==> config.mk <==
export PLATFORM = sky130hd
export DESIGN_NAME = slp_wake_ctrl
export DESIGN_NICKNAME = d
export VERILOG_FILES = /design/src/rtl/slp_pkg.sv /design/src/rtl/slp_pend_bank.sv /design/src/rtl/slp_evt_latch.sv /design/src/rtl/slp_entry_fsm.sv /design/src/rtl/slp_clk_gate.sv /design/src/rtl/slp_wake_ctrl.sv
export SDC_FILE = /design/constraint.sdc
export NUM_CORES = 1
export LEC_CHECK = 0
export ABC_AREA = 0
export BUFFER_PORTS_ARGS = -buffer_cell sky130_fd_sc_hd__buf_2
export CAP_MARGIN = 20
export CELL_PAD_IN_SITES_DETAIL_PLACEMENT = 0
export CELL_PAD_IN_SITES_GLOBAL_PLACEMENT = 1
export CORE_UTILIZATION = 28
export DETAILED_ROUTE_END_ITERATION = 8
export PLACE_DENSITY = 0.83
export SYNTH_ARGS = -nofsm -noshare
export SYNTH_HDL_FRONTEND = slang
export SYNTH_SLANG_ARGS = --single-unit
==> constraint.sdc <==
create_clock -name clk -period 2.3 [get_ports clk]
set_clock_uncertainty 0.2 [all_clocks]
set_input_delay 0.345 -clock clk [delete_from_list [all_inputs] [get_ports clk]]
set_output_delay 0.345 -clock clk [all_outputs]
set_load 0.005 [all_outputs]
==> src/rtl/slp_pkg.sv <==
package slp_pkg;
  typedef enum logic {
    ST_RUN   = 1'b0,
    ST_SLEEP = 1'b1
  } slp_state_e;

  typedef enum logic {
    VIA_IRQ = 1'b0,
    VIA_EVT = 1'b1
  } slp_via_e;
endpackage

==> src/rtl/slp_pend_bank.sv <==
module slp_pend_bank #(
  parameter int N_IRQ = 8
) (
  input  logic             clk,
  input  logic             rst_n,
  input  logic [N_IRQ-1:0] irq_req_i,
  input  logic [N_IRQ-1:0] irq_en_i,
  input  logic [N_IRQ-1:0] dev_clr_i,
  input  logic [N_IRQ-1:0] ctl_clr_i,
  input  logic             sev_on_pend_i,
  output logic [N_IRQ-1:0] dev_pend_o,
  output logic [N_IRQ-1:0] ctl_pend_o,
  output logic             irq_wake_o,
  output logic             sev_evt_o
);
  // one pair of sticky bits per line; a new request beats a clear
  for (genvar i = 0; i < N_IRQ; i++) begin : g_line
    always_ff @(posedge clk or negedge rst_n) begin
      if (!rst_n) begin
        dev_pend_o[i] <= 1'b0;
        ctl_pend_o[i] <= 1'b0;
      end else begin
        dev_pend_o[i] <= irq_req_i[i] | (dev_pend_o[i] & ~dev_clr_i[i]);
        ctl_pend_o[i] <= irq_req_i[i] | (ctl_pend_o[i] & ~ctl_clr_i[i]);
      end
    end
  end

  // an enabled line that requests now or is still pending at the controller
  assign irq_wake_o = |((irq_req_i | ctl_pend_o) & irq_en_i);
  // a fresh request on a masked line, turned into an event when allowed
  assign sev_evt_o  = sev_on_pend_i & |(irq_req_i & ~irq_en_i);
endmodule

==> src/rtl/slp_evt_latch.sv <==
module slp_evt_latch #(
  parameter int N_EVL = 4
) (
  input  logic             clk,
  input  logic             rst_n,
  input  logic [N_EVL-1:0] evt_line_i,
  input  logic             sev_evt_i,
  input  logic             consume_i,
  output logic             ev_new_o,
  output logic             ev_held_o
);
  assign ev_new_o = (|evt_line_i) | sev_evt_i;

  always_ff @(posedge clk or negedge rst_n) begin
    if (!rst_n)         ev_held_o <= 1'b0;
    else if (consume_i) ev_held_o <= 1'b0;
    else                ev_held_o <= ev_held_o | ev_new_o;
  end
endmodule

==> src/rtl/slp_entry_fsm.sv <==
module slp_entry_fsm
  import slp_pkg::*;
(
  input  logic clk,
  input  logic rst_n,
  input  logic wait_irq_i,
  input  logic wait_evt_i,
  input  logic exc_ret_i,
  input  logic sleep_on_exit_i,
  input  logic irq_wake_i,
  input  logic ev_new_i,
  input  logic ev_held_i,
  output logic sleeping_o,
  output logic core_clk_en_o,
  output logic wake_o,
  output logic consume_o
);
  slp_state_e state_q;
  slp_via_e   via_q;
  logic go_irq, go_evt, evt_ready, wake_now;

  always_comb begin
    go_irq    = sleep_on_exit_i ? exc_ret_i : wait_irq_i;
    go_evt    = !sleep_on_exit_i && wait_evt_i && !wait_irq_i;
    evt_ready = ev_new_i | ev_held_i;
    wake_now  = (state_q == ST_SLEEP) &&
                (irq_wake_i || ((via_q == VIA_EVT) && evt_ready));
    consume_o = ((state_q == ST_RUN) && go_evt && evt_ready) ||
                ((state_q == ST_SLEEP) && (via_q == VIA_EVT) && wake_now);
  end

  always_ff @(posedge clk or negedge rst_n) begin
    if (!rst_n) begin
      state_q <= ST_RUN;
      via_q   <= VIA_IRQ;
    end else begin
      unique case (state_q)
        ST_RUN: begin
          if (go_irq) begin
            state_q <= ST_SLEEP;
            via_q   <= VIA_IRQ;
          end else if (go_evt && !evt_ready) begin
            state_q <= ST_SLEEP;
            via_q   <= VIA_EVT;
          end
        end
        ST_SLEEP: begin
          if (wake_now) state_q <= ST_RUN;
        end
        default: state_q <= ST_RUN;
      endcase
    end
  end

  assign sleeping_o    = (state_q == ST_SLEEP);
  assign core_clk_en_o = (state_q == ST_RUN) || wake_now;
  assign wake_o        = wake_now;
endmodule

==> src/rtl/slp_clk_gate.sv <==
module slp_clk_gate #(
  parameter int W = 8
) (
  input  logic         clk,
  input  logic         rst_n,
  input  logic [W-1:0] en_reg_i,
  output logic [W-1:0] en_o
);
  // registered so a register write never glitches a gate enable
  always_ff @(posedge clk or negedge rst_n) begin
    if (!rst_n) en_o <= '0;
    else        en_o <= en_reg_i;
  end
endmodule

==> src/rtl/slp_wake_ctrl.sv <==
module slp_wake_ctrl #(
  parameter int N_IRQ  = 8,
  parameter int N_EVL  = 4,
  parameter int N_AHB  = 4,
  parameter int N_APB1 = 8,
  parameter int N_APB2 = 8
) (
  input  logic              clk,
  input  logic              rst_n,
  input  logic              wait_irq_i,
  input  logic              wait_evt_i,
  input  logic              exc_ret_i,
  input  logic              sleep_on_exit_i,
  input  logic              sev_on_pend_i,
  input  logic [N_IRQ-1:0]  irq_req_i,
  input  logic [N_IRQ-1:0]  irq_en_i,
  input  logic [N_IRQ-1:0]  dev_pend_clr_i,
  input  logic [N_IRQ-1:0]  ctl_pend_clr_i,
  input  logic [N_EVL-1:0]  evt_line_i,
  input  logic [N_AHB-1:0]  ahb_en_i,
  input  logic [N_APB1-1:0] apb1_en_i,
  input  logic [N_APB2-1:0] apb2_en_i,
  output logic              core_clk_en_o,
  output logic [N_AHB-1:0]  ahb_clk_en_o,
  output logic [N_APB1-1:0] apb1_clk_en_o,
  output logic [N_APB2-1:0] apb2_clk_en_o,
  output logic              sleeping_o,
  output logic              wake_o,
  output logic [N_IRQ-1:0]  dev_pend_o,
  output logic [N_IRQ-1:0]  ctl_pend_o
);
  logic irq_wake, sev_evt, ev_new, ev_held, consume;

  slp_pend_bank #(.N_IRQ(N_IRQ)) u_pend (
    .clk           (clk),
    .rst_n         (rst_n),
    .irq_req_i     (irq_req_i),
    .irq_en_i      (irq_en_i),
    .dev_clr_i     (dev_pend_clr_i),
    .ctl_clr_i     (ctl_pend_clr_i),
    .sev_on_pend_i (sev_on_pend_i),
    .dev_pend_o    (dev_pend_o),
    .ctl_pend_o    (ctl_pend_o),
    .irq_wake_o    (irq_wake),
    .sev_evt_o     (sev_evt)
  );

  slp_evt_latch #(.N_EVL(N_EVL)) u_evt (
    .clk        (clk),
    .rst_n      (rst_n),
    .evt_line_i (evt_line_i),
    .sev_evt_i  (sev_evt),
    .consume_i  (consume),
    .ev_new_o   (ev_new),
    .ev_held_o  (ev_held)
  );

  slp_entry_fsm u_fsm (
    .clk             (clk),
    .rst_n           (rst_n),
    .wait_irq_i      (wait_irq_i),
    .wait_evt_i      (wait_evt_i),
    .exc_ret_i       (exc_ret_i),
    .sleep_on_exit_i (sleep_on_exit_i),
    .irq_wake_i      (irq_wake),
    .ev_new_i        (ev_new),
    .ev_held_i       (ev_held),
    .sleeping_o      (sleeping_o),
    .core_clk_en_o   (core_clk_en_o),
    .wake_o          (wake_o),
    .consume_o       (consume)
  );

  slp_clk_gate #(.W(N_AHB)) u_gate_ahb (
    .clk (clk), .rst_n (rst_n), .en_reg_i (ahb_en_i), .en_o (ahb_clk_en_o)
  );
  slp_clk_gate #(.W(N_APB1)) u_gate_apb1 (
    .clk (clk), .rst_n (rst_n), .en_reg_i (apb1_en_i), .en_o (apb1_clk_en_o)
  );
  slp_clk_gate #(.W(N_APB2)) u_gate_apb2 (
    .clk (clk), .rst_n (rst_n), .en_reg_i (apb2_en_i), .en_o (apb2_clk_en_o)
  );
endmodule

; ---- Word level (Yosys, flattened, before mapping)
; Cells that the tools add are included.
[classes]
mux = 8
reduce_logical = 20
bitwise_logic = 56
[op_table]
columns = operator, count
row1 = 1-bit bitwise OR, 18
row2 = 1-bit AND, 17
row3 = 1-bit NOT, 17
row4 = 8-bit AND, 2
row5 = 8-bit OR reduction, 2
row6 = 1-bit logical AND, 9
row7 = 8-bit NOT, 1
row8 = 8-bit bitwise OR, 1
row9 = 1-bit 2-to-1 mux, 7
row10 = 4-bit OR reduction, 1
row11 = 1-bit logical NOT, 3
row12 = 1-bit logical OR, 3
row13 = 1-bit case mux with 2 select lines, 1
row14 = 2-bit AND reduction, 1
row15 = 2-bit nonzero test, 1
[word_totals]
elab_cells = 106
out_inout_bits = 39
in_bits = 63
register_bits = 39

; ---- Longest topological paths before layout
[logic_depth]
word_depth = 12
depth_mapped = 5

; ---- Modules after synthesis
; A second synthesis with hierarchy kept.
[hier_totals]
hier_cells = 113
area_unflattened_um2 = 1357.6
[by_module_without_submodules]
columns = module, area_each_um2, instances, cells_per_inst, seq_area_each_um2
row1 = slp_pend_bank, 665.6, 1, 72, 400.4
row2 = slp_clk_gate (u_gate_apb1 ...), 200.2, 2, 8, 200.2
row3 = slp_entry_fsm, 138.9, 1, 16, 50.0
row4 = slp_clk_gate (u_gate_ahb), 100.1, 1, 4, 100.1
row5 = slp_evt_latch, 52.6, 1, 5, 25.0

; ---- Worst setup path before layout
; Ideal clock, no wire load.
[synth_timing]
path_type = register to output
from = reg u_evt.ev_held_o
to = out wake_o
arrival_time_ns = 1.299
required_ns = 1.755
slack_ns = 0.456
path_buffers = 0
path_stages_with_launch = 5
path_cell_list = dfrtp_1 > or4_4 > nor2_4 > a21boi_2 > o31a_1
[synth_via]
elab_chain_len = 4
[synth_rtl]
columns = item, line
row1 = start: declaration, slp_evt_latch.sv:10  ; output logic ev_held_o
row2 = start signal: assignment, slp_evt_latch.sv:17  ; else ev_held_o <= ev_held_o | ev_new_o;
row3 = 1-bit bitwise OR, slp_entry_fsm.sv:25  ; evt_ready = ev_new_i | ev_held_i;
row4 = 1-bit logical AND, slp_entry_fsm.sv:27  ; (irq_wake_i || ((via_q == VIA_EVT) && evt_ready));
row5 = 1-bit logical OR, slp_entry_fsm.sv:27
row6 = 1-bit logical AND, slp_entry_fsm.sv:26  ; wake_now = (state_q == ST_SLEEP) &&
row7 = end: declaration, slp_wake_ctrl.sv:28  ; output logic wake_o,
; No other way between the ends.

; ---- Worst setup path in the final report
; Same ends and word-level chain as after synthesis.

==> run summary <==
status = completed
maximum clock frequency = 452.9 MHz
vias = 1273
number of I/O port buffers = 101
Via density = 4.375
Root Driver = clkbuf_8
total power = 1.351 mW
CTS H-tree lvls = 2
ys async rst share = 1.000
CTS tree = built
register area share after synthesis = 0.7196
effective utilization at floorplan = 0.3011
CP Data Arrival Time = 1.66 ns
type of the worst setup path = flop to output pin
vias in the first global route = 1296
GRT overflow = 0
post-synthesis mux area share = 0.007380
Worst Hold Path EP = u_pend.ctl_pend_o[7]
Mean Syn Cell Area = 12.44 um^2
routed len/inst = 12.63 um
worst reg2reg setup slack = 0.76 ns
Commonest cells post-synth = 39 x dfrtp_1, 24 x o21ai_0, 22 x inv_1
GR met3 Demand/Resource = 0.05485
Detailed Routing Iterations Pass 1 = 4
Synth top area share = 0.7196
clk sinks = 39
min Tclk post-route = 2.208 ns
Synth Flop Type = dfrtp_1
maximum vdd drop = 0.3545 mV
post-synthesis simple-gate area fraction = 0.05627
final WL = 3.674 mm
synth warn = 0
P_leak = 1.190 nW
remaining antenna violation count = 0
number of flops mapped to enable cells by yosys = 0
Final Hold Fails = 0
Top Usage Layer GRT = met2
die height = 71.60 um
Worst EP required = 1.75 ns
full die area = 5127 um^2
I/O pin total = 102
Final nets = 303
total negative slack = 0 ns
Synthesized Nets = 172
Synth cell types = 22
first-pass GRT wire length = 5.837 mm
pwr/cell area = 603.8 nW/um^2
Synth area leader = dfrtp_1
unrepaired setup endpoints after global routing = no
register bit total from synthesis = 39
post-route setup slack = 0.09176 ns
GRT Total Usage = 0.1525
Post-Synthesis Cells = 109
Hold Crit Start = ctl_pend_clr_i[7]
initial antenna violation count = 0
worst-path maximum fanout = 3
Post-Synth Adder-Cell Area = 0
worst hold path class = input port to flop
grt met1 use = 0.1754
Worst R2R End = u_fsm.sleeping_o
depth of the most critical reg-to-reg path = 5
largest family of logic cells by synthesized area = compound AO/OA/AOI/OAI gates
drt initial violations = 33
die outline width = 71.60 um
Pins Over Slew Limit = 0
largest net degree at the start of global routing = 40
clk slew on worst S/H paths = 0.07 ns
Synth Area in Compound Gates = 0.1504
synth-to-layout area growth = 64.94%
CP Launch Type = flop
top-count cell post-synth = dfrtp_1
DRC errors left = 0
Final GP Congestion = 0.8410
worst skew pair latency = 0.28 ns
Tightest Pin Transition = 0.4523 ns
clk buf depth = 2
setup violators final = 0
FF-to-FF Start = u_evt.ev_held_o
Hold WS = 0.03265 ns
Tcrit/Tclk final = 0.9601
worst hold stages = 2
Worst Setup SP = u_evt.ev_held_o
share of cells above drive strength 1 = 0.4812
Setup crit end kind = output pin
Setup WS pre-CTS = 0.1740 ns
Synth Area in XOR/XNOR = 0
max_slew headroom = 0.6942
netlist area before placement = 1356 um^2
Placeable Area = 4504 um^2
grt met2 use = 0.2631
antenna cells = 0
fillcell total = 428
Inserted Clock Buffers = 5
# rows = 24
synth top area cells = dfrtp_1 72%, o21ai_0 8.9%, inv_1 6.1%
MaxCap Viol Count = 0
Post-DP HPWL = 2.641 mm
[routing by layer]
metal | wire length [um] | up-vias
met5 | 0 | -
met4 | 53 | 0
met3 | 287 | 5
met2 | 1812 | 65
met1 | 1520 | 584
li1 | - | 619
[report_power, final]
group	leakage, nW	internal (mW)	switching, mW	total [mW]
logic	0.712	0.110	0.0832	0.193
clock network	0.0371	0.202	0.212	0.414
registers	0.441	0.725	0.0188	0.744
[kinds of logic after synthesis]
kind of cell           count (synthesis)
AND/OR/NAND/NOR                       12
flip-flops                            39
buffers and inverters                 24
multiplexers                           1
AO/OA/AOI/OAI                         33
[area by class of cell]
class                           instances  area (um^2)  share of cell area
Sequential cell                        39        975.9              0.4362
Timing Repair Buffer                  124        743.2              0.3322
Multi-Input combinational cell         46        290.3              0.1298
Inverter                               24        90.09             0.04027
Clock buffer                            6        72.57             0.03244
Tap cell                               52        65.06             0.02908
[what timing repair did]
item,4_1_cts,5_1_grt
resized for setup,0,2
pin swaps,3,0
setup endpoints to repair,2,1
hold endpoints to repair,59,0
hold buffers,21,0
buffers inserted,1,0
[state kept, by name (all words and copies together) (netlist names)]
signal	cells
u_gate_apb1.en_o	8
u_fsm.via_q	1
u_gate_apb2.en_o	8
u_gate_ahb.en_o	4
u_evt.ev_held_o	1
u_pend.ctl_pend_o	8
u_fsm.sleeping_o	1
u_pend.dev_pend_o	8
[placed cells by master (no fill, tap or decap), types with 2 or more instances in the layout]
cell type      Yosys  final
o22ai_1            3      3
o21ai_0           24     22
dlygate4sd3_1      0     21
clkbuf_8           0      5
buf_2              0    101
inv_1             22     22
dfrtp_1           39     39
nand4_1            2      2
o21ai_1            0      2
nand2_1            3      3
[worst max path at each step]
stage                     cells past startpoint             to  slack, ns
after floorplan                               4         wake_o       0.46
after global placement                        7         wake_o       0.17
after detailed placement                      7         wake_o       0.17
after CTS                                     5         wake_o       0.08
after global routing                          5  core_clk_en_o       0.01
final                                         5         wake_o       0.09
[critical path: stages, from the launching register on]
cell and delay [ns]:
dfrtp_1 0.36, or4_4 0.43, nor2_4 0.14, a21boi_2 0.08, o31a_1 0.25, buf_2 0.13
[through the flow]
stage	utilization	std cells	instance area (um^2)
finish	0.4967	291	2237
CTS	0.4967	291	2237
global route	0.4967	291	2237
floorplan	-	109	1356
detailed placement	0.4322	263	1947
global placement	0.4322	263	1947
Note: power is estimated with default switching activity, not from simulation.
